$ cat src/rtl/xseq_pkg.sv
// Shared types and field constants for the external cycle sequencer.
// Assumes a 32-bit byte address and 32-bit data words.
package xseq_pkg;
    localparam int ADDR_W = 32;
    localparam int DATA_W = 32;

    // Bus phase as exported on cyc_type
    typedef enum logic [1:0] {
        PH_NONE = 2'd0,
        PH_IDLE = 2'd1,
        PH_NMEM = 2'd2,
        PH_SMEM = 2'd3
    } phase_t;

    // Request walk state
    typedef enum logic [1:0] {
        ST_IDLE = 2'd0,
        ST_L1   = 2'd1,
        ST_L2   = 2'd2,
        ST_DATA = 2'd3
    } walk_t;

    // Descriptor type codes in bits [1:0]
    localparam logic [1:0] DESC_PAGE    = 2'b01;
    localparam logic [1:0] DESC_SECTION = 2'b10;
    localparam logic [1:0] ENTRY_FAULT  = 2'b00;
endpackage

$ cat src/rtl/xseq_addr_form.sv
// Translation address formation (pure combinational).
// Builds the level-1 table address, the level-2 table address and the
// two possible physical addresses from a virtual address and a returned
// descriptor. Assumes table bases are naturally aligned; low base bits
// are not used.
module xseq_addr_form
    import xseq_pkg::*;
(
    input  logic [ADDR_W-1:0] va,
    input  logic [ADDR_W-1:0] tbl_base,
    input  logic [DATA_W-1:0] desc,
    output logic [ADDR_W-1:0] l1_addr,
    output logic [ADDR_W-1:0] l2_addr,
    output logic [ADDR_W-1:0] sect_pa,
    output logic [ADDR_W-1:0] page_pa
);
    logic unused_bits;

    // Field concatenation for each walk step
    always_comb begin
        l1_addr = {tbl_base[31:14], va[31:20], 2'b00};
        l2_addr = {desc[31:10], va[19:12], 2'b00};
        sect_pa = {desc[31:20], va[19:0]};
        page_pa = {desc[31:12], va[11:0]};
    end

    assign unused_bits = ^{tbl_base[13:0]};
endmodule

$ cat src/rtl/xseq_phaser.sv
// Bus phase engine. A launch with seq=0 runs one idle clock and then a
// memory phase; a launch with seq=1 runs the memory phase only. The
// memory phase lasts until mem_ready. The address register loads only
// on a launch, which is accepted while no cycle runs or on the clock a
// cycle ends. Assumes the controller never launches at other times.
module xseq_phaser
    import xseq_pkg::*;
(
    input  logic              clk,
    input  logic              rst_n,
    input  logic              launch,
    input  logic              launch_seq,
    input  logic [ADDR_W-1:0] launch_addr,
    input  logic              mem_ready,
    output phase_t            phase,
    output logic [ADDR_W-1:0] addr,
    output logic              cyc_end,
    output logic              rd_done
);
    phase_t            phase_q;
    logic [ADDR_W-1:0] addr_q;
    logic              in_mem;

    // Memory-phase and end-of-cycle decode
    always_comb begin
        in_mem  = (phase_q == PH_NMEM) || (phase_q == PH_SMEM);
        rd_done = in_mem && mem_ready;
        cyc_end = (phase_q == PH_IDLE) || rd_done;
    end

    // Phase and latched address registers
    always_ff @(posedge clk) begin
        if (!rst_n) begin
            phase_q <= PH_NONE;
            addr_q  <= '0;
        end else if (launch) begin
            phase_q <= launch_seq ? PH_SMEM : PH_IDLE;
            addr_q  <= launch_addr;
        end else begin
            case (phase_q)
                PH_IDLE: phase_q <= PH_NMEM;
                PH_NMEM,
                PH_SMEM: if (mem_ready) phase_q <= PH_NONE;
                default: phase_q <= PH_NONE;
            endcase
        end
    end

    assign phase = phase_q;
    assign addr  = addr_q;

    AST_IDLE_THEN_MEM: assert property (@(posedge clk) disable iff (!rst_n)
        (phase_q == PH_IDLE) |=> (phase_q == PH_NMEM && $stable(addr_q)));
    AST_MEM_STRETCH: assert property (@(posedge clk) disable iff (!rst_n)
        (in_mem && !mem_ready) |=> ($stable(phase_q) && $stable(addr_q)));
    AST_ADDR_HOLD: assert property (@(posedge clk) disable iff (!rst_n)
        (addr_q != $past(addr_q)) |-> ($past(cyc_end) || $past(phase_q) == PH_NONE));
    AST_LAUNCH_FREE: assert property (@(posedge clk) disable iff (!rst_n)
        launch |-> (phase_q == PH_NONE || rd_done));
endmodule

$ cat src/rtl/xseq_ctrl.sv
// Request walk controller. Accepts one request at a time and steps
// through level-1 read, optional level-2 read and the data access(es),
// launching each bus cycle on the clock the previous one completes.
// Line fills are LINE_WORDS words, the first non-sequential and the rest
// sequential, starting at the line-aligned address. Assumes rd_data is
// valid whenever rd_done is high.
module xseq_ctrl
    import xseq_pkg::*;
#(
    parameter int LINE_WORDS = 4
) (
    input  logic              clk,
    input  logic              rst_n,
    input  logic              req_valid,
    input  logic              req_line,
    input  logic              req_xlate,
    input  logic [ADDR_W-1:0] req_vaddr,
    input  logic [ADDR_W-1:0] table_base,
    input  phase_t            phase,
    input  logic [ADDR_W-1:0] cur_addr,
    input  logic              rd_done,
    input  logic [DATA_W-1:0] rd_data,
    output logic              req_ready,
    output logic              launch,
    output logic              launch_seq,
    output logic [ADDR_W-1:0] launch_addr,
    output logic              word_valid,
    output logic              last_word,
    output logic              fault_evt
);
    localparam int CW       = (LINE_WORDS > 1) ? $clog2(LINE_WORDS) : 1;
    localparam int OFF_BITS = $clog2(LINE_WORDS * 4);
    localparam logic [CW-1:0] LAST_IDX = CW'(LINE_WORDS - 1);
    localparam logic [ADDR_W-1:0] LINE_MASK = ~((ADDR_W'(1) << OFF_BITS) - 1);

    walk_t             st_q, st_d;
    logic [ADDR_W-1:0] va_q;
    logic              line_q;
    logic [CW-1:0]     cnt_q;
    logic              accept;
    logic              line_sel;
    logic [ADDR_W-1:0] va_sel;
    logic [ADDR_W-1:0] l1_addr, l2_addr, sect_pa, page_pa;

    // Use the live request fields while idle, the latched ones after
    always_comb begin
        line_sel = (st_q == ST_IDLE) ? req_line  : line_q;
        va_sel   = (st_q == ST_IDLE) ? req_vaddr : va_q;
    end

    xseq_addr_form u_form (
        .va       (va_sel),
        .tbl_base (table_base),
        .desc     (rd_data),
        .l1_addr  (l1_addr),
        .l2_addr  (l2_addr),
        .sect_pa  (sect_pa),
        .page_pa  (page_pa)
    );

    // Next walk step and bus cycle launch decision
    always_comb begin
        st_d        = st_q;
        accept      = 1'b0;
        launch      = 1'b0;
        launch_seq  = 1'b0;
        launch_addr = '0;
        word_valid  = 1'b0;
        last_word   = 1'b0;
        fault_evt   = 1'b0;
        case (st_q)
            ST_IDLE: begin
                if (req_valid) begin
                    accept = 1'b1;
                    launch = 1'b1;
                    if (req_xlate) begin
                        launch_addr = l1_addr;
                        st_d        = ST_L1;
                    end else begin
                        launch_addr = line_sel ? (req_vaddr & LINE_MASK) : req_vaddr;
                        st_d        = ST_DATA;
                    end
                end
            end
            ST_L1: begin
                if (rd_done) begin
                    if (rd_data[1:0] == DESC_SECTION) begin
                        launch      = 1'b1;
                        launch_addr = line_sel ? (sect_pa & LINE_MASK) : sect_pa;
                        st_d        = ST_DATA;
                    end else if (rd_data[1:0] == DESC_PAGE) begin
                        launch      = 1'b1;
                        launch_addr = l2_addr;
                        st_d        = ST_L2;
                    end else begin
                        fault_evt = 1'b1;
                        st_d      = ST_IDLE;
                    end
                end
            end
            ST_L2: begin
                if (rd_done) begin
                    if (rd_data[1:0] == ENTRY_FAULT) begin
                        fault_evt = 1'b1;
                        st_d      = ST_IDLE;
                    end else begin
                        launch      = 1'b1;
                        launch_addr = line_sel ? (page_pa & LINE_MASK) : page_pa;
                        st_d        = ST_DATA;
                    end
                end
            end
            default: begin
                if (rd_done) begin
                    word_valid = 1'b1;
                    if (line_q && cnt_q != LAST_IDX) begin
                        launch      = 1'b1;
                        launch_seq  = 1'b1;
                        launch_addr = cur_addr + ADDR_W'(4);
                    end else begin
                        last_word = 1'b1;
                        st_d      = ST_IDLE;
                    end
                end
            end
        endcase
    end

    // Walk state, latched request and line word counter
    always_ff @(posedge clk) begin
        if (!rst_n) begin
            st_q   <= ST_IDLE;
            va_q   <= '0;
            line_q <= 1'b0;
            cnt_q  <= '0;
        end else begin
            st_q <= st_d;
            if (accept) begin
                va_q   <= req_vaddr;
                line_q <= req_line;
            end
            if (launch && launch_seq)
                cnt_q <= cnt_q + CW'(1);
            else if (launch)
                cnt_q <= '0;
        end
    end

    assign req_ready = (st_q == ST_IDLE);

    AST_SEQ_IN_FILL: assert property (@(posedge clk) disable iff (!rst_n)
        (phase == PH_SMEM) |-> (st_q == ST_DATA && line_q));
    AST_FILL_CONT: assert property (@(posedge clk) disable iff (!rst_n)
        (st_q == ST_DATA && rd_done && line_q && cnt_q != LAST_IDX) |=> (phase == PH_SMEM));
    AST_FAULT_ENDS: assert property (@(posedge clk) disable iff (!rst_n)
        (st_q == ST_L1 && rd_done && rd_data[1] == rd_data[0]) |=> (st_q == ST_IDLE && phase == PH_NONE));
    AST_READY_QUIET: assert property (@(posedge clk) disable iff (!rst_n)
        req_ready |-> (phase == PH_NONE));
endmodule

$ cat src/rtl/ext_cycle_seq.sv
// Processor external cycle sequencer, top level. Joins the walk
// controller and the bus phase engine and registers the per-request
// result outputs (word strobe, word, done, fault) one clock after the
// memory phase that produced them.
module ext_cycle_seq
    import xseq_pkg::*;
#(
    parameter int LINE_WORDS = 4
) (
    input  logic              clk,
    input  logic              rst_n,
    input  logic              req_valid,
    output logic              req_ready,
    input  logic              req_line,
    input  logic              req_xlate,
    input  logic [ADDR_W-1:0] req_vaddr,
    input  logic [ADDR_W-1:0] table_base,
    output logic              cyc_clk_en,
    output logic [1:0]        cyc_type,
    output logic [ADDR_W-1:0] bus_addr,
    input  logic              mem_ready,
    input  logic [DATA_W-1:0] mem_rdata,
    output logic              data_valid,
    output logic [DATA_W-1:0] data_word,
    output logic              done,
    output logic              fault
);
    phase_t            phase;
    logic              launch, launch_seq, rd_done;
    logic [ADDR_W-1:0] launch_addr;
    logic              word_valid, last_word, fault_evt;
    logic              dv_q, done_q, fault_q;
    logic [DATA_W-1:0] word_q;

    xseq_ctrl #(.LINE_WORDS(LINE_WORDS)) u_ctrl (
        .clk         (clk),
        .rst_n       (rst_n),
        .req_valid   (req_valid),
        .req_line    (req_line),
        .req_xlate   (req_xlate),
        .req_vaddr   (req_vaddr),
        .table_base  (table_base),
        .phase       (phase),
        .cur_addr    (bus_addr),
        .rd_done     (rd_done),
        .rd_data     (mem_rdata),
        .req_ready   (req_ready),
        .launch      (launch),
        .launch_seq  (launch_seq),
        .launch_addr (launch_addr),
        .word_valid  (word_valid),
        .last_word   (last_word),
        .fault_evt   (fault_evt)
    );

    xseq_phaser u_phase (
        .clk         (clk),
        .rst_n       (rst_n),
        .launch      (launch),
        .launch_seq  (launch_seq),
        .launch_addr (launch_addr),
        .mem_ready   (mem_ready),
        .phase       (phase),
        .addr        (bus_addr),
        .cyc_end     (cyc_clk_en),
        .rd_done     (rd_done)
    );

    // Registered result outputs
    always_ff @(posedge clk) begin
        if (!rst_n) begin
            dv_q    <= 1'b0;
            done_q  <= 1'b0;
            fault_q <= 1'b0;
            word_q  <= '0;
        end else begin
            dv_q    <= word_valid;
            done_q  <= last_word || fault_evt;
            fault_q <= fault_evt;
            if (word_valid) word_q <= mem_rdata;
        end
    end

    assign cyc_type   = phase;
    assign data_valid = dv_q;
    assign data_word  = word_q;
    assign done       = done_q;
    assign fault      = fault_q;

    AST_DONE_PULSE: assert property (@(posedge clk) disable iff (!rst_n)
        done_q |=> !done_q);
    AST_FAULT_NO_WORD: assert property (@(posedge clk) disable iff (!rst_n)
        fault_q |-> (done_q && !dv_q));
endmodule

$ cat config.mk
export PLATFORM = sky130hd
export DESIGN_NAME = ext_cycle_seq
export DESIGN_NICKNAME = d
export VERILOG_FILES = /design/src/rtl/xseq_pkg.sv /design/src/rtl/xseq_addr_form.sv /design/src/rtl/xseq_phaser.sv /design/src/rtl/xseq_ctrl.sv /design/src/rtl/ext_cycle_seq.sv
export SDC_FILE = /design/constraint.sdc
export NUM_CORES = 1
export LEC_CHECK = 0
export BUFFER_PORTS_ARGS = -buffer_cell sky130_fd_sc_hd__buf_2
export CORE_MARGIN = 3
export CORE_UTILIZATION = 50
export DETAILED_ROUTE_END_ITERATION = 12
export PLACE_DENSITY_LB_ADDON = 0.05
export SLEW_MARGIN = 10
export SYNTH_ARGS = -nofsm -noshare
export SYNTH_HDL_FRONTEND = slang
export SYNTH_HIERARCHICAL = 1
export SYNTH_SLANG_ARGS = --single-unit
$ cat constraint.sdc
create_clock -name clk -period 3.15 [get_ports clk]
set_input_delay 0.315 -clock clk [delete_from_list [all_inputs] [get_ports clk]]
set_output_delay 0.315 -clock clk [all_outputs]
set_load 0.1 [all_outputs]
After elaboration in Yosys (flattened, before gate mapping). Index checks and enable logic that the tools add are counted.

Register bits: 106. Latch bits: 0. Bits in writable memories: 0. Memory bits (read-only): 0. Bits of input ports: 102. Word-level logic and storage cells: 91. Memories: 0.

$add $sub $neg: 2. Multiply operators: 0. Divide/modulo/power cells: 0. Magnitude comparators: 0. Equality and inequality tests: 13. Shifts and indexed selects: 0. Mux-type cells: 53. Bitwise operators: 0. Reduce and logical (&&, ||, !) cells: 13.

Operators with widths (count): 2-to-1 mux 32 bit (10); one-hot mux 32 bit (3 select lines) (1); adder 32 x 3 -> 32 bit, second input constant (1); 2-to-1 mux 2 bit (14); 2-to-1 mux 1 bit (21); 2-to-1 mux 4 bit (3); == test 2 bit, second input constant (4); inequality test 2 bit, second input constant (4); == test 2 x 1 -> 1 bit, second input constant (3); one-hot mux 2 bit (3 select lines) (1); AND reduction 5 bit (1); logical NOT 2 bit (2); inequality test 4 bit, second input constant (1); one-hot mux 2 bit (2 select lines) (1); nonzero test 2 bit (2); logical AND 1 bit (3); logical OR 1 bit (3); inequality test 3 bit, second input constant (1); one-hot mux 1 bit (3 select lines) (1); OR reduction 3 bit (1); adder 2 x 1 -> 2 bit, second input constant (1); one-hot mux 1 bit (2 select lines) (1); OR reduction 2 bit (1).

Depth between registers and ports, before layout. Gate-level depths: netlist of the first run.

Depth in word-level cells: 7. Mapped depth: 12. Gate-level depth less buffers: 9.

By module. Netlist of the first run, hierarchy kept.

By module, submodules not included: xseq_ctrl (instances 1, cells each 487, area an instance 3938.8 µm², sequential area each 740.7 µm²); ext_cycle_seq (instances 1, cells each 109, area an instance 1323.8 µm², sequential area each 700.7 µm²); xseq_phaser (instances 1, cells each 114, area an instance 1267.5 µm², sequential area each 680.7 µm²); xseq_addr_form (instances 1, cells each 129, area an instance 964.7 µm², sequential area each 0.0 µm²).

Least setup slack after synthesis of the first run. OpenSTA, ideal clock, no wires.

Path kind: register -> register. Start point: reg u_ctrl.st_q[0]. End point: reg u_phase.addr_q[9], in the netlist u_phase/addr[9]. Setup time: 128 ps. Data arrival time: 3211 ps. Data required time: 3022 ps. Slack: -189 ps. Stages on the path, launching flop included: 12. Buffers on the path: 3. Period minus slack after synthesis: 3339 ps. Cell sequence: dfxtp_1 > inv_1 > ha_1 > buf_2 > buf_1 > mux2_2 > buf_4 > a22o_1 > a222oi_1 > o22ai_1 > mux2i_1 > nor2_1.

Elaborated cells on any way between the ends: 13. Classes of those cells: eq/ne (2); mux (10); reduce/logical (1).

RTL lines: from (decl) (RTL line xseq_ctrl.sv:36) `walk_t st_q, st_d;`; from (signal assigned) (RTL line xseq_ctrl.sv:137) `st_q <= st_d;`; logical NOT 2 bit *; via req_ready (RTL line ext_cycle_seq.sv:13) `output logic req_ready,`; 2-to-1 mux 32 bit * (RTL line xseq_ctrl.sv:48) `va_sel = (st_q == ST_IDLE) ? req_vaddr : va_q;`; via u_ctrl.va_sel[9] (RTL line xseq_ctrl.sv:42) `logic [ADDR_W-1:0] va_sel;`; 2-to-1 mux 32 bit (on tied branches) (RTL line xseq_ctrl.sv:103, xseq_ctrl.sv:87); 2-to-1 mux 32 bit (on tied branches) (RTL line xseq_ctrl.sv:102, xseq_ctrl.sv:86); one-hot mux 32 bit (3 select lines) * (RTL line xseq_ctrl.sv:71) `case (st_q)`; via launch_addr[9] (RTL line ext_cycle_seq.sv:30) `logic [ADDR_W-1:0] launch_addr;`; to (signal assigned) (RTL line xseq_phaser.sv:38) `addr_q <= launch_addr;`; to (decl) (RTL line xseq_phaser.sv:21) `logic [ADDR_W-1:0] addr_q;`.

Mark *: on every way through the listed nets, which the timed path passes. The rest lies on a longest branch. A chain may end at the register's enable or synchronous reset.

Worst setup path in the final report of the first run.
Start point: reg u_ctrl.st_q[0]. End point: reg u_phase.addr_q[9], in the netlist u_phase/addr[9].

Elaborated cells on any way between the ends: 13. Classes of those cells: eq/ne (2); mux (10); reduce/logical (1).

RTL lines (RTL line): logical NOT 2 bit * (xseq_ctrl.sv:48); 2-to-1 mux 32 bit * (xseq_ctrl.sv:48); via u_ctrl.va_sel[9] (xseq_ctrl.sv:42); 2-to-1 mux 32 bit (on tied branches) (xseq_ctrl.sv:103, xseq_ctrl.sv:87); 2-to-1 mux 32 bit (on tied branches) (xseq_ctrl.sv:102, xseq_ctrl.sv:86); one-hot mux 32 bit (3 select lines) * (xseq_ctrl.sv:71); via launch_addr[9] (ext_cycle_seq.sv:30).

Marked as above.

==> summary.log, run 1 <==
INFO  synthesis      netlist_area=7495squm
INFO  synthesis      synth_edf_count=0
INFO  routing        detail_route.first_pass.iterations=9
INFO  synthesis      yosys.area_share.xor_xnor=3.272%
INFO  floorplanning  num_rows=44
INFO  routing        drt-total-wl=20580microns
INFO  clock_network  cts-htree-levels=3
INFO  synthesis      synth-seq-area-share=28.31%
INFO  sta            setup_tns_final=0ps
INFO  layout         final_layout_size_suffix_gt1_share=31.17%
INFO  synthesis      area_share_of_and_or_nand_nor_cells_after_synthesis=14.74%
INFO  placement      hpwl=14520microns
INFO  routing        via_count=5911
INFO  worst_setup_path cp_data_arrival_time=3020ps
INFO  clock_network  cts_resized=0
INFO  global_route   antenna_violations_before_repair=2
INFO  routing        vias_per_cell=5.728
INFO  sta            post-route-min-period=2815ps
INFO  clock_network  clock_tree.root_cell=sky130_fd_sc_hd__clkbuf_16
INFO  sta            finalHoldViolCount=0
INFO  worst_setup_path worstPathMaxFanout=16
INFO  layout         syn_to_final_growth=2.471%
INFO  routing        final_antenna_net_count=0
INFO  clock_network  cts_tree=yes
INFO  routing        post-route-drc-count=0
INFO  clock_network  cts_sinks=106
INFO  sta            setup_viol=0
INFO  global_route   track_usage=24.15%
INFO  run_status     outcome=finished clean
INFO  global_route   grt_pass1_wl=31080microns
INFO  worst_setup_path start_kind=flop
INFO  routing        dr.first_iter.drc_count=666
INFO  floorplanning  design.portCount=173
INFO  synthesis      synth.ff_latch_count=106
INFO  floorplanning  initial_utilization=51.37%
INFO  pwr            vdd_ir_drop_max=400.7uV
INFO  synthesis      postSynth.asyncResetShare=0%
INFO  synthesis      distinct_cells_synth=44
INFO  synthesis      synth-adder-area-share=1.836%
INFO  sta            post_route_clock_period_utilization=89.36%
INFO  clock_network  max_clock_buf_depth=2
INFO  synthesis      dominant_combinational_cell_family_by_area_after_synthesis=multiplexers
INFO  synthesis      syn-instance-count=839
INFO  global_route   grt_max_degree=76
INFO  placement      dpl.cell_count=1015
INFO  clock_network  cts_setup_buffers=0
INFO  pwr            p_leak=3.208nW
INFO  min_path       min_path_type=input pin to flop
INFO  pwr            design_power_total=0.005558W
INFO  synthesis      synth_compound_area_share=15.36%
INFO  worst_setup_path crit_required=3360ps
INFO  floorplanning  floorplan_die_width=128.4microns
INFO  clock_network  clk_latency=360ps
INFO  sta            tightest_slew=1228ps
INFO  global_route   overflow=0
INFO  sta            achievable-frequency=0.3553GHz
INFO  worst_setup_path regToRegSetupSlack=340ps
INFO  pwr            powerDensity=723.7nW/um^2
INFO  clock_network  cts_made_buffers=9
INFO  sta            slew_limit_headroom=17.74%
INFO  clock_network  clkTransAtPathRegs=80ps
INFO  floorplanning  die_area=16490squm
INFO  layout         fillers=1414
INFO  sta            finalClockSkew=9.653ps
INFO  layout         finish.net_count=955
INFO  synthesis      ys_dominant_reg_cell=sky130_fd_sc_hd__dfxtp_1
INFO  placement      routabilityCongestion=0.8492
INFO  routing        detailed_route_wire_length_per_cell=19.94microns
INFO  floorplanning  die-height=128.4microns
INFO  synthesis      syn_area_per_cell=8.933squm
INFO  run            maxCapViolCount=0
INFO  placement      count_of_port_buffers_added_during_placement=158
INFO  sta            grt_setup_unrepaired=false
INFO  layout         stdcell_count=1032
INFO  clock_network  cts.hold.buffers_added=0
INFO  global_route   grt_pass1_vias=5540
INFO  synthesis      synth-warning-count=6
INFO  synthesis      synth.mux.area_fraction=18.38%
INFO  worst_setup_path crit_path_end_kind=flop
INFO  floorplanning  core_area=14590squm
INFO  sta            drv_slew=0
INFO  worst_setup_path crit_type=flop to flop
metal layers:
metal  GRT usage [%]  wire length, microns
met5               0                    13
met4           5.306                   252
met3           7.223                  1642
met2           37.48                  9357
met1           33.30                  9314
state kept, by name, indices dropped and copies added (netlist names), 2 cells and up:
signal	flops
data_word	32
u_ctrl/va_q	32
u_phase/addr	32
u_ctrl/cnt_q	2
u_ctrl/st_q	2
u_phase/phase	2
kinds of logic after synthesis:
family	Yosys count
and+or+nand+nor	220
buffers and inverters	199
AOI/OAI and AO/OA	144
muxes	130
DFF	106
xor gates and xnor gates	28
adders and majority gates	11
other	1
path summary, 6_finish.rpt:
check,startpoint,to,cells after the start
hold / removal,mem_rdata[8],data_word[8],3
setup reg to reg,u_ctrl/st_q[0],u_phase/addr[9],9
hold reg to reg,u_ctrl/va_q[3],u_ctrl/va_q[3],2
setup / recovery,u_ctrl/st_q[0],u_phase/addr[9],9
Yosys cell counts, types with 11 or more instances:
cell type                  count  area [sq um]
sky130_fd_sc_hd__nand3_1      15         75.07
sky130_fd_sc_hd__ha_1         11         137.6
sky130_fd_sc_hd__nor2_1       40         150.1
sky130_fd_sc_hd__clkbuf_1     31         116.4
sky130_fd_sc_hd__a21boi_0     33         247.7
sky130_fd_sc_hd__dfxtp_1     106          2122
sky130_fd_sc_hd__inv_1        12         45.04
sky130_fd_sc_hd__xor2_1       18         157.7
sky130_fd_sc_hd__mux2_2       61         686.9
sky130_fd_sc_hd__nand2_1      85         319.1
sky130_fd_sc_hd__a222oi_1     32         320.3
sky130_fd_sc_hd__buf_4       128         960.9
sky130_fd_sc_hd__o22ai_1      32         200.2
sky130_fd_sc_hd__mux2i_1      69         690.7
sky130_fd_sc_hd__a22o_1       27         236.5
sky130_fd_sc_hd__nor2b_1      39         244.0
cells in the final DEF (no fill, tap or decap), drive strengths merged, types with 2 or more instances in the layout:
master / n
o21ai: 6
dfxtp: 106
and4: 4
nand2b: 2
a21oi: 4
xor2: 18
nor4: 3
clkinv: 2
nor2: 40
mux2i: 69
xnor2: 10
o21a: 2
clkbuf: 10
a22o: 27
nand4: 7
nand3b: 2
nand2: 85
a32o: 4
ha: 11
a222oi: 32
a21boi: 33
and3: 5
conb: 4
buf: 175
nor2b: 39
o22ai: 32
nor3: 4
mux2: 61
inv: 17
nand3: 17
and2: 11
where the power goes:
part | internal (W) | total (W) | switching (W)
Clock | 0.000576 | 0.00114 | 0.000561
Combinational | 0.000984 | 0.00275 | 0.00177
Sequential | 0.00151 | 0.00167 | 0.000162
cell type report:
| cell class | instances | area, sq um | share of cell area [%] |
|---|---|---|---|
| Clock inverter | 6 | 55.05 | 0.7168 |
| Multi-Input combinational cell | 537 | 4039 | 52.59 |
| Clock buffer | 10 | 239.0 | 3.112 |
| Antenna cell | 1 | 2.502 | 0.03258 |
| Timing Repair Buffer | 175 | 943.4 | 12.28 |
| Tap cell | 184 | 230.2 | 2.998 |
| Sequential cell | 106 | 2122 | 27.63 |
| Inverter | 13 | 48.80 | 0.6354 |
critical path: stages, from the launching register on:
cell	delay, ps
sky130_fd_sc_hd__dfxtp_1	350
sky130_fd_sc_hd__inv_1	110
sky130_fd_sc_hd__ha_2	430
sky130_fd_sc_hd__buf_4	330
sky130_fd_sc_hd__mux2_2	380
sky130_fd_sc_hd__a22o_1	230
sky130_fd_sc_hd__a222oi_1	460
sky130_fd_sc_hd__o22ai_1	160
sky130_fd_sc_hd__mux2i_1	160
sky130_fd_sc_hd__nor2_1	60
per-stage QoR:
stage          hold slack, ps  utilization [%]  cell area [sq um]  setup WS, ps
2_1_floorplan           441.0                -               7508         148.9
3_3_place_gp            449.0            50.61               7383         432.1
3_5_place_dp            457.7            50.61               7383         379.3
4_1_cts                 205.8            52.62               7677         362.2
5_1_grt                 228.5            52.64               7680         239.1
6_report                220.0            52.64               7680         335.2
No activity file was read; power rests on OpenSTA's default activity.
==> run 2, diff against run 1 <==
- ABC_AREA: not set -> 1
- SYNTH_HIERARCHICAL: 1 -> not set
==> summary.log, run 2 <==
INFO  worst_setup_path crit_required=3400ps [+40 ps]
INFO  routing        drt-total-wl=20950microns [+1.8%]
INFO  global_route   overflow=0 [unchanged]
INFO  pwr            power.share.switching=53.03% [+8.2 points]
INFO  sta            post-route-min-period=2373ps [-441.8 ps]
INFO  worst_setup_path start_kind=flop
INFO  layout         multiInputGateArea=3632squm [-10%]
INFO  synthesis      postSynth.asyncResetShare=0% [unchanged]
INFO  pwr            design_power_total=0.005429W [-2.3%]
INFO  synthesis      syn_area_per_cell=5.931squm [-34%]
INFO  synthesis      distinct_cells_synth=30 [-32%]
INFO  sta            finalHoldViolCount=0 [unchanged]
INFO  worst_setup_path critical_path.reg2reg.startpoint=u_ctrl.cnt_q[0]
INFO  synthesis      synth_common_cells=sky130_fd_sc_hd__nand2_1 (349), sky130_fd_sc_hd__nor2_1 (124), sky130_fd_sc_hd__a21oi_1 (105), sky130_fd_sc_hd__dfxtp_1 (98), sky130_fd_sc_hd__o21ai_0 (91)
INFO  routing        detail_route.first_pass.iterations=5 [-4]
INFO  placement      hpwl=15690microns [+8.1%]
INFO  worst_setup_path crit_path_end_kind=flop
INFO  layout         finish.utilization=60.76% [+8.1 points]
INFO  min_path       hp-start=mem_rdata[9]
INFO  sta            tightest_slew=604.6ps [-623.7 ps]
INFO  run_status     outcome=finished clean
INFO  sta            finalClockSkew=7.567ps [-2.086 ps]
INFO  routing        detailed_route_wire_length_per_cell=15.57microns [-22%]
INFO  floorplanning  initial_utilization=51.34% [about the same]
INFO  sta            achievable-frequency=0.4214GHz [+19%]
INFO  global_route   antenna_violations_before_repair=0 [-2]
INFO  layout         final_layout_size_suffix_gt1_share=17.66% [-14 points]
INFO  pwr            powerDensity=740.8nW/um^2 [+2.4%]
INFO  clock_network  cts_resized=0 [unchanged]
INFO  floorplanning  core_area=12060squm [-17%]
INFO  synthesis      syn-instance-count=1044 [+24%]
INFO  layout         most_frequent_standard_cell_in_the_layout_excluding_fill_and_tap_cells=sky130_fd_sc_hd__nand2_1
INFO  min_path       timing.hold.worst_endpoint=data_word[9]
INFO  floorplanning  die_area=13760squm [-17%]
INFO  run            maxCapViolCount=0 [unchanged]
INFO  global_route   grt_pass1_vias=6208 [+12%]
INFO  sta            grt_setup_unrepaired=false
INFO  clock_network  cts_made_buffers=9 [unchanged]
INFO  worst_setup_path ff2ff_path_depth=9 [unchanged]
INFO  clock_network  clk_latency=360ps [about the same]
INFO  synthesis      yosys.cell_count.top_type=sky130_fd_sc_hd__nand2_1
INFO  synthesis      synth-seq-area-share=31.68% [+3.4 points]
INFO  floorplanning  floorplan_die_width=117.3microns [-8.7%]
INFO  synthesis      yosysTopAreaCellShare=31.68% [+3.4 points]
INFO  placement      count_of_port_buffers_added_during_placement=158 [unchanged]
INFO  routing        vias_per_cell=5.296 [-7.5%]
INFO  synthesis      synth_edf_count=0 [unchanged]
INFO  worst_setup_path critical-path-slowest-cell=sky130_fd_sc_hd__nand2_4
INFO  clock_network  max_clock_buf_depth=2 [unchanged]
INFO  worst_setup_path critical_path.cell_chain=ha_1, inv_1, nand2_1, nor2_4, nand2_2, nand2_4, inv_1, a21oi_1, a21oi_1
INFO  worst_setup_path worstPathMaxFanout=59 [+43]
INFO  synthesis      netlist_top_cells_area=sky130_fd_sc_hd__dfxtp_1 (32%), sky130_fd_sc_hd__nand2_1 (21%), sky130_fd_sc_hd__a21oi_1 (8.5%), sky130_fd_sc_hd__nor2_1 (7.5%), sky130_fd_sc_hd__o21ai_0 (7.4%)
INFO  routing        dr.first_iter.drc_count=620 [-6.9%]
INFO  sta            drv_slew=0 [unchanged]
INFO  routing        via_count=7128 [+21%]
INFO  min_path       hold_depth=3 [unchanged]
INFO  sta            post_route_clock_period_utilization=75.33% [-14 points]
INFO  synthesis      synth_fp_nets=1157
INFO  global_route   grt_pass1_wl=32090microns [+3.2%]
INFO  clock_network  cts_setup_buffers=0 [unchanged]
INFO  pwr            vdd_ir_drop_max=371.6uV [-7.3%]
INFO  floorplanning  die-height=117.3microns [-8.7%]
INFO  layout         syn_to_final_growth=18.35%
INFO  sta            slew_limit_headroom=59.56% [+42 points]
INFO  synthesis      netlist_area=6192squm [-17%]
INFO  worst_setup_path cp_data_arrival_time=2620ps [-400 ps]
INFO  clock_network  clkTransAtPathRegs=70ps [about the same]
INFO  pwr            pwr-share-seq=31.0% [+0.9 points]
INFO  layout         num_antenna_cells=0 [-1]
INFO  worst_setup_path critical_path_s_largest_stage_delay=520ps [+60 ps]
INFO  clock_network  clock_tree.root_cell=sky130_fd_sc_hd__clkbuf_16
INFO  clock_network  cts.hold.buffers_added=0 [unchanged]
INFO  layout         most-common-layout-cells=sky130_fd_sc_hd__nand2_1 (349), sky130_fd_sc_hd__buf_2 (158), sky130_fd_sc_hd__nor2_1 (124)
INFO  synthesis      synth_top_area_cell=sky130_fd_sc_hd__dfxtp_1
INFO  clock_network  cts_sinks=98 [-7.5%]
INFO  synthesis      ys_dominant_reg_cell=sky130_fd_sc_hd__dfxtp_1
INFO  layout         layout.area.seq=1962squm [-7.5%]
INFO  layout         final_design_area_excluding_fillers=7328squm [-4.6%]
INFO  min_path       min_path_type=input pin to flop
INFO  routing        final_antenna_net_count=0 [unchanged]
INFO  sta            final.hold.worst_slack=197.1ps [-22.92 ps]
INFO  floorplanning  num_rows=40 [-9.1%]
INFO  layout         finish.net_count=1286 [+35%]
INFO  pwr            cell_internal_power_dissipation=0.002550W [-17%]
INFO  pwr            net-switching-power=0.002879W [+16%]
INFO  layout         fillers=1271 [-10%]
INFO  placement      placed_area=7042squm [-4.6%]
INFO  worst_setup_path crit_type=flop to flop
INFO  global_route   track_usage=29.99% [+5.8 points]
INFO  worst_setup_path crit-reg2reg-capture=u_phase.addr[4]
INFO  synthesis      synth-warning-count=0 [-6]
INFO  sta            setup_tns_final=0ps [unchanged]
INFO  sta            setup_viol=0 [unchanged]
INFO  floorplanning  design.portCount=173 [unchanged]
INFO  pwr            share_clk_of_total_power=20.2% [-0.3 points]
INFO  clock_network  cts_tree=yes
INFO  worst_setup_path regToRegSetupSlack=780ps [+440 ps]
INFO  global_route   grt_max_degree=60 [-21%]
INFO  placement      routabilityCongestion=0.9671 [+14%]
INFO  pwr            p_leak=3.336nW [+4.0%]
INFO  synthesis      synth.ff_latch_count=98 [-7.5%]
INFO  routing        post-route-drc-count=0 [unchanged]
INFO  clock_network  cts-htree-levels=3 [unchanged]
INFO  pwr            combinational_share_of_power=48.8% [-0.7 points]
-- run 2: cell types whose count changed in the layout (fill, tap and decap cells not counted), sizes merged, moves of 33 or more --
cell / before / now
nand2: 85 / 356
a21oi: 4 / 106
nor2: 40 / 132
o21ai: 6 / 93
inv: 17 / 94
mux2i: 69 / 0
mux2: 61 / 0
nand3: 17 / 61
nor2b: 39 / 0
a21boi: 33 / 0
-- run 2: worst max-delay path by stage --
stage,start,end,cells after the start
after floorplan,u_phase.phase[0],cyc_clk_en,2
final,u_ctrl.cnt_q[0],u_phase.addr[4],9
after CTS,u_ctrl.cnt_q[0],u_ctrl.cnt_q[0],9
after global routing,u_ctrl.cnt_q[0],u_phase.addr[4],9
after detailed placement,mem_rdata[0],u_phase.addr[2],10
after global placement,mem_rdata[0],u_phase.addr[2],10
-- run 2: through the flow --
stage | setup slack [ps] | std cells
2_1_floorplan | 355.8 | 1044
3_3_place_gp | 855.2 | 1330
3_5_place_dp | 838.8 | 1330
4_1_cts | 818.5 | 1346
5_1_grt | 578.1 | 1346
6_report | 777.0 | 1346
-- run 2: per-layer routing --
layer | global-route usage [%] | part of all wire [%] | vias to the layer above
met5 | 0 | 0 | -
met4 | 9.939 | 2.3 | 0
met3 | 4.524 | 6.5 | 33
met2 | 47.78 | 47 | 280
met1 | 41.54 | 45 | 3198
li1 | - | - | 3617
-- run 2: power by group through the flow --
stage | Clock (W) | Combinational, W | Sequential, W
detailed placement | 0 | 0.00261 | 0.00170
finish | 0.00110 | 0.00265 | 0.00168
global placement | 0 | 0.00260 | 0.00170
floorplan | 0 | 0.00125 | 0.00251
global route | 0.00114 | 0.00286 | 0.00171
CTS | 0.00111 | 0.00262 | 0.00167
-- run 2: area by class of cell --
type | count | share of cell area (%)
Clock buffer | 9 | 3.073
Clock inverter | 7 | 0.8366
Inverter | 93 | 4.764
Multi-Input combinational cell | 800 | 49.56
Sequential cell | 98 | 26.77
Tap cell | 168 | 2.868
Timing Repair Buffer | 171 | 12.12
-- run 2: cell families (layout without fill, tap and decap cells) --
family / after synthesis / in the layout / synth area share [%]
and+or+nand+nor: 573 / 573 / 38.25
AOI/OAI and AO/OA: 216 / 216 / 18.19
buffers and inverters: 146 / 280 / 9.658
DFF: 98 / 98 / 31.68
adders and majority gates: 11 / 11 / 2.223
-- run 2: critical path, delay by kind of cell (launching register included) --
family                     cells  cell delay (ps)
AOI/OAI and AO/OA              2              250
adders and majority gates      1              200
buffers and inverters          2              300
DFF                            1              330
and+or+nand+nor                4             1180
==> run 3, diff against run 2 <==
- CORE_UTILIZATION: 50 -> 48
- clock period: 3.15 -> 2.1 ns (I/O delays scaled with it)
==> summary.log, run 3 (synthesis results as in run 2) <==
INFO  run            maxCapViolCount=0 [unchanged]
INFO  routing        via_count=7243 [+1.6%]
INFO  routing        post-route-drc-count=0 [unchanged]
INFO  routing        final_antenna_net_count=0 [unchanged]
INFO  routing        detailed_route_wire_length_per_cell=15.38microns [-1.2%]
INFO  placement      place_worst_setup_slack=57.63ps [-781.1 ps]
INFO  worst_setup_path crit-reg2reg-capture=u_phase.addr[2]
INFO  worst_setup_path critical_path.endpoint=req_ready
INFO  routing        detail_route.first_pass.iterations=5 [unchanged]
INFO  global_route   overflow=0 [unchanged]
INFO  min_path       min_path_type=input pin to flop
INFO  sta            grt_setup_unrepaired=false
INFO  sta            final.hold.worst_slack=91.47ps [-105.6 ps]
INFO  global_route   track_usage=28.75% [-1.2 points]
INFO  sta            finalClockSkew=5.608ps [-1.958 ps]
INFO  layout         most_frequent_standard_cell_in_the_layout_excluding_fill_and_tap_cells=sky130_fd_sc_hd__nand2_1
INFO  floorplanning  num_rows=40 [unchanged]
INFO  clock_network  clkTransAtPathRegs=70ps [about the same]
INFO  floorplanning  design.portCount=173 [unchanged]
INFO  routing        drt-total-wl=20980microns [+0.12%]
INFO  pwr            vdd_ir_drop_max=579.1uV [+56%]
INFO  sta            setup_ws=94.29ps [-682.7 ps]
INFO  clock_network  cts_sinks=98 [unchanged]
INFO  floorplanning  initial_utilization=50.29% [-1.0 points]
INFO  global_route   grt_pass1_wl=33310microns [+3.8%]
INFO  placement      count_of_port_buffers_added_during_placement=158 [unchanged]
INFO  sta            slew_limit_headroom=64.86% [+5.3 points]
INFO  floorplanning  die-height=119.6microns [+2.0%]
INFO  floorplanning  die_area=14300squm [+4.0%]
INFO  sta            achievable-frequency=0.4986GHz
INFO  sta            post-route-min-period=2006ps
INFO  clock_network  max_clock_buf_depth=2 [unchanged]
INFO  placement      hpwl=15870microns [+1.2%]
INFO  sta            setup_viol=0 [unchanged]
INFO  run_status     outcome=finished clean
INFO  worst_setup_path cp_data_arrival_time=1800ps [-820 ps]
INFO  global_route   grt_pass1_vias=6546 [+5.4%]
INFO  floorplanning  floorplan_die_width=119.6microns [+2.0%]
INFO  worst_setup_path crit_path_start=u_ctrl.st_q[0]
INFO  sta            finalHoldViolCount=0 [unchanged]
INFO  pwr            powerDensity=1117nW/um^2 [+51%]
INFO  worst_setup_path crit_required=1890ps [-1510 ps]
INFO  clock_network  cts_tree=yes
INFO  sta            tightest_slew=530.7ps [-73.89 ps]
INFO  placement      routabilityCongestion=0.9573 [-1.0%]
INFO  worst_setup_path start_kind=flop
INFO  clock_network  cts_made_buffers=9 [unchanged]
INFO  floorplanning  core_area=12310squm [+2.1%]
INFO  worst_setup_path critical_path.reg2reg.startpoint=u_ctrl.st_q[0]
INFO  sta            post_route_clock_period_utilization=95.51%
INFO  clock_network  cts-htree-levels=3 [unchanged]
INFO  layout         finish.net_count=1304 [+1.4%]
INFO  worst_setup_path crit_type=flop to primary output
INFO  layout         stdcell_count=1364 [+1.3%]
INFO  layout         most-common-layout-cells=sky130_fd_sc_hd__nand2_1 (347), sky130_fd_sc_hd__buf_2 (158), sky130_fd_sc_hd__nor2_1 (124)
INFO  global_route   grt_max_degree=41 [-32%]
INFO  placement      dpl.cell_count=1347 [+1.3%]
INFO  layout         syn_to_final_growth=22.15%
INFO  worst_setup_path crit_path_end_kind=primary output
INFO  routing        vias_per_cell=5.310 [+0.27%]
INFO  layout         num_antenna_cells=0 [unchanged]
INFO  clock_network  clock_tree.root_cell=sky130_fd_sc_hd__clkbuf_16
INFO  pwr            design_power_total=0.008447W [+56%]
INFO  worst_setup_path worstPathMaxFanout=24 [-59%]
INFO  layout         final_layout_size_suffix_gt1_share=19.98% [+2.3 points]
INFO  clock_network  clk_latency=350ps [about the same]
INFO  worst_setup_path regToRegSetupSlack=180ps [-600 ps]
INFO  sta            drv_slew=0 [unchanged]
INFO  pwr            p_leak=3.437nW [+3.0%]
INFO  clock_network  cts_setup_buffers=0 [unchanged]
INFO  routing        dr.first_iter.drc_count=621 [+0.16%]
INFO  global_route   antenna_violations_before_repair=0 [unchanged]
INFO  worst_setup_path ff2ff_path_depth=10 [+1]
==> run 3: worst min path at each step <==
stage / to / slack, ps / cells past startpoint / startpoint
floorplan: data_word[14] / 350 / 2 / mem_rdata[14]
global placement: u_ctrl.va_q[30] / 440 / 2 / u_ctrl.va_q[30]
detailed placement: u_ctrl.va_q[14] / 450 / 2 / u_ctrl.va_q[14]
CTS: data_word[2] / 90 / 3 / mem_rdata[2]
global route: data_word[4] / 100 / 3 / mem_rdata[4]
finish: data_word[2] / 90 / 3 / mem_rdata[2]
==> run 3: what timing repair did <==
action | 4_1_cts | 5_1_grt
setup endpoints to repair | 0 | 34
gates resized for setup | 0 | 8
hold buffers | 0 | 0
==> run 3: area by class of cell <==
cell class,count,area [sq um]
clock buffer,9,225.2
clock inverter,7,83.83
fill,1325,4748
inverter,93,352.8
multi-input combinational,801,3664
sequential,98,1971
tap,168,210.2
timing repair buffer,188,1057
==> run 3: critical path, cell delays in order, from the launching register on <==
cell	delay, ps
sky130_fd_sc_hd__dfxtp_2	350
sky130_fd_sc_hd__inv_1	80
sky130_fd_sc_hd__ha_2	250
sky130_fd_sc_hd__buf_4	280
sky130_fd_sc_hd__buf_2	470
==> run 3: report_power, final <==
| group | total, W | switching (W) | internal, W |
|---|---|---|---|
| sequential | 0.00254 | 0.000367 | 0.00217 |
| clock | 0.00175 | 0.000804 | 0.000945 |
| combinational | 0.00416 | 0.00318 | 0.000978 |
| total | 0.00845 | 0.00435 | 0.00409 |
==> run 3: per-stage QoR <==
stage	util, %	setup TNS, ps	cell area, sq um
3_5_place_dp	58.64	0	7219
5_1_grt	61.43	0	7564
2_1_floorplan	-	-82.50	6205
3_3_place_gp	58.64	0	7219
4_1_cts	61.15	0	7528
6_report	61.43	0	7564
==> run 3: routing by layer <==
layer / wire length [microns] / share of wire [%] / track usage, % / vias to the layer above
li1: - / - / - / 3651
met1: 9419 / 45 / 39.83 / 3235
met2: 9419 / 45 / 44.63 / 316
met3: 1567 / 7.5 / 5.702 / 41
met4: 570 / 2.7 / 10.02 / 0
met5: 0 / 0 / 0 / -
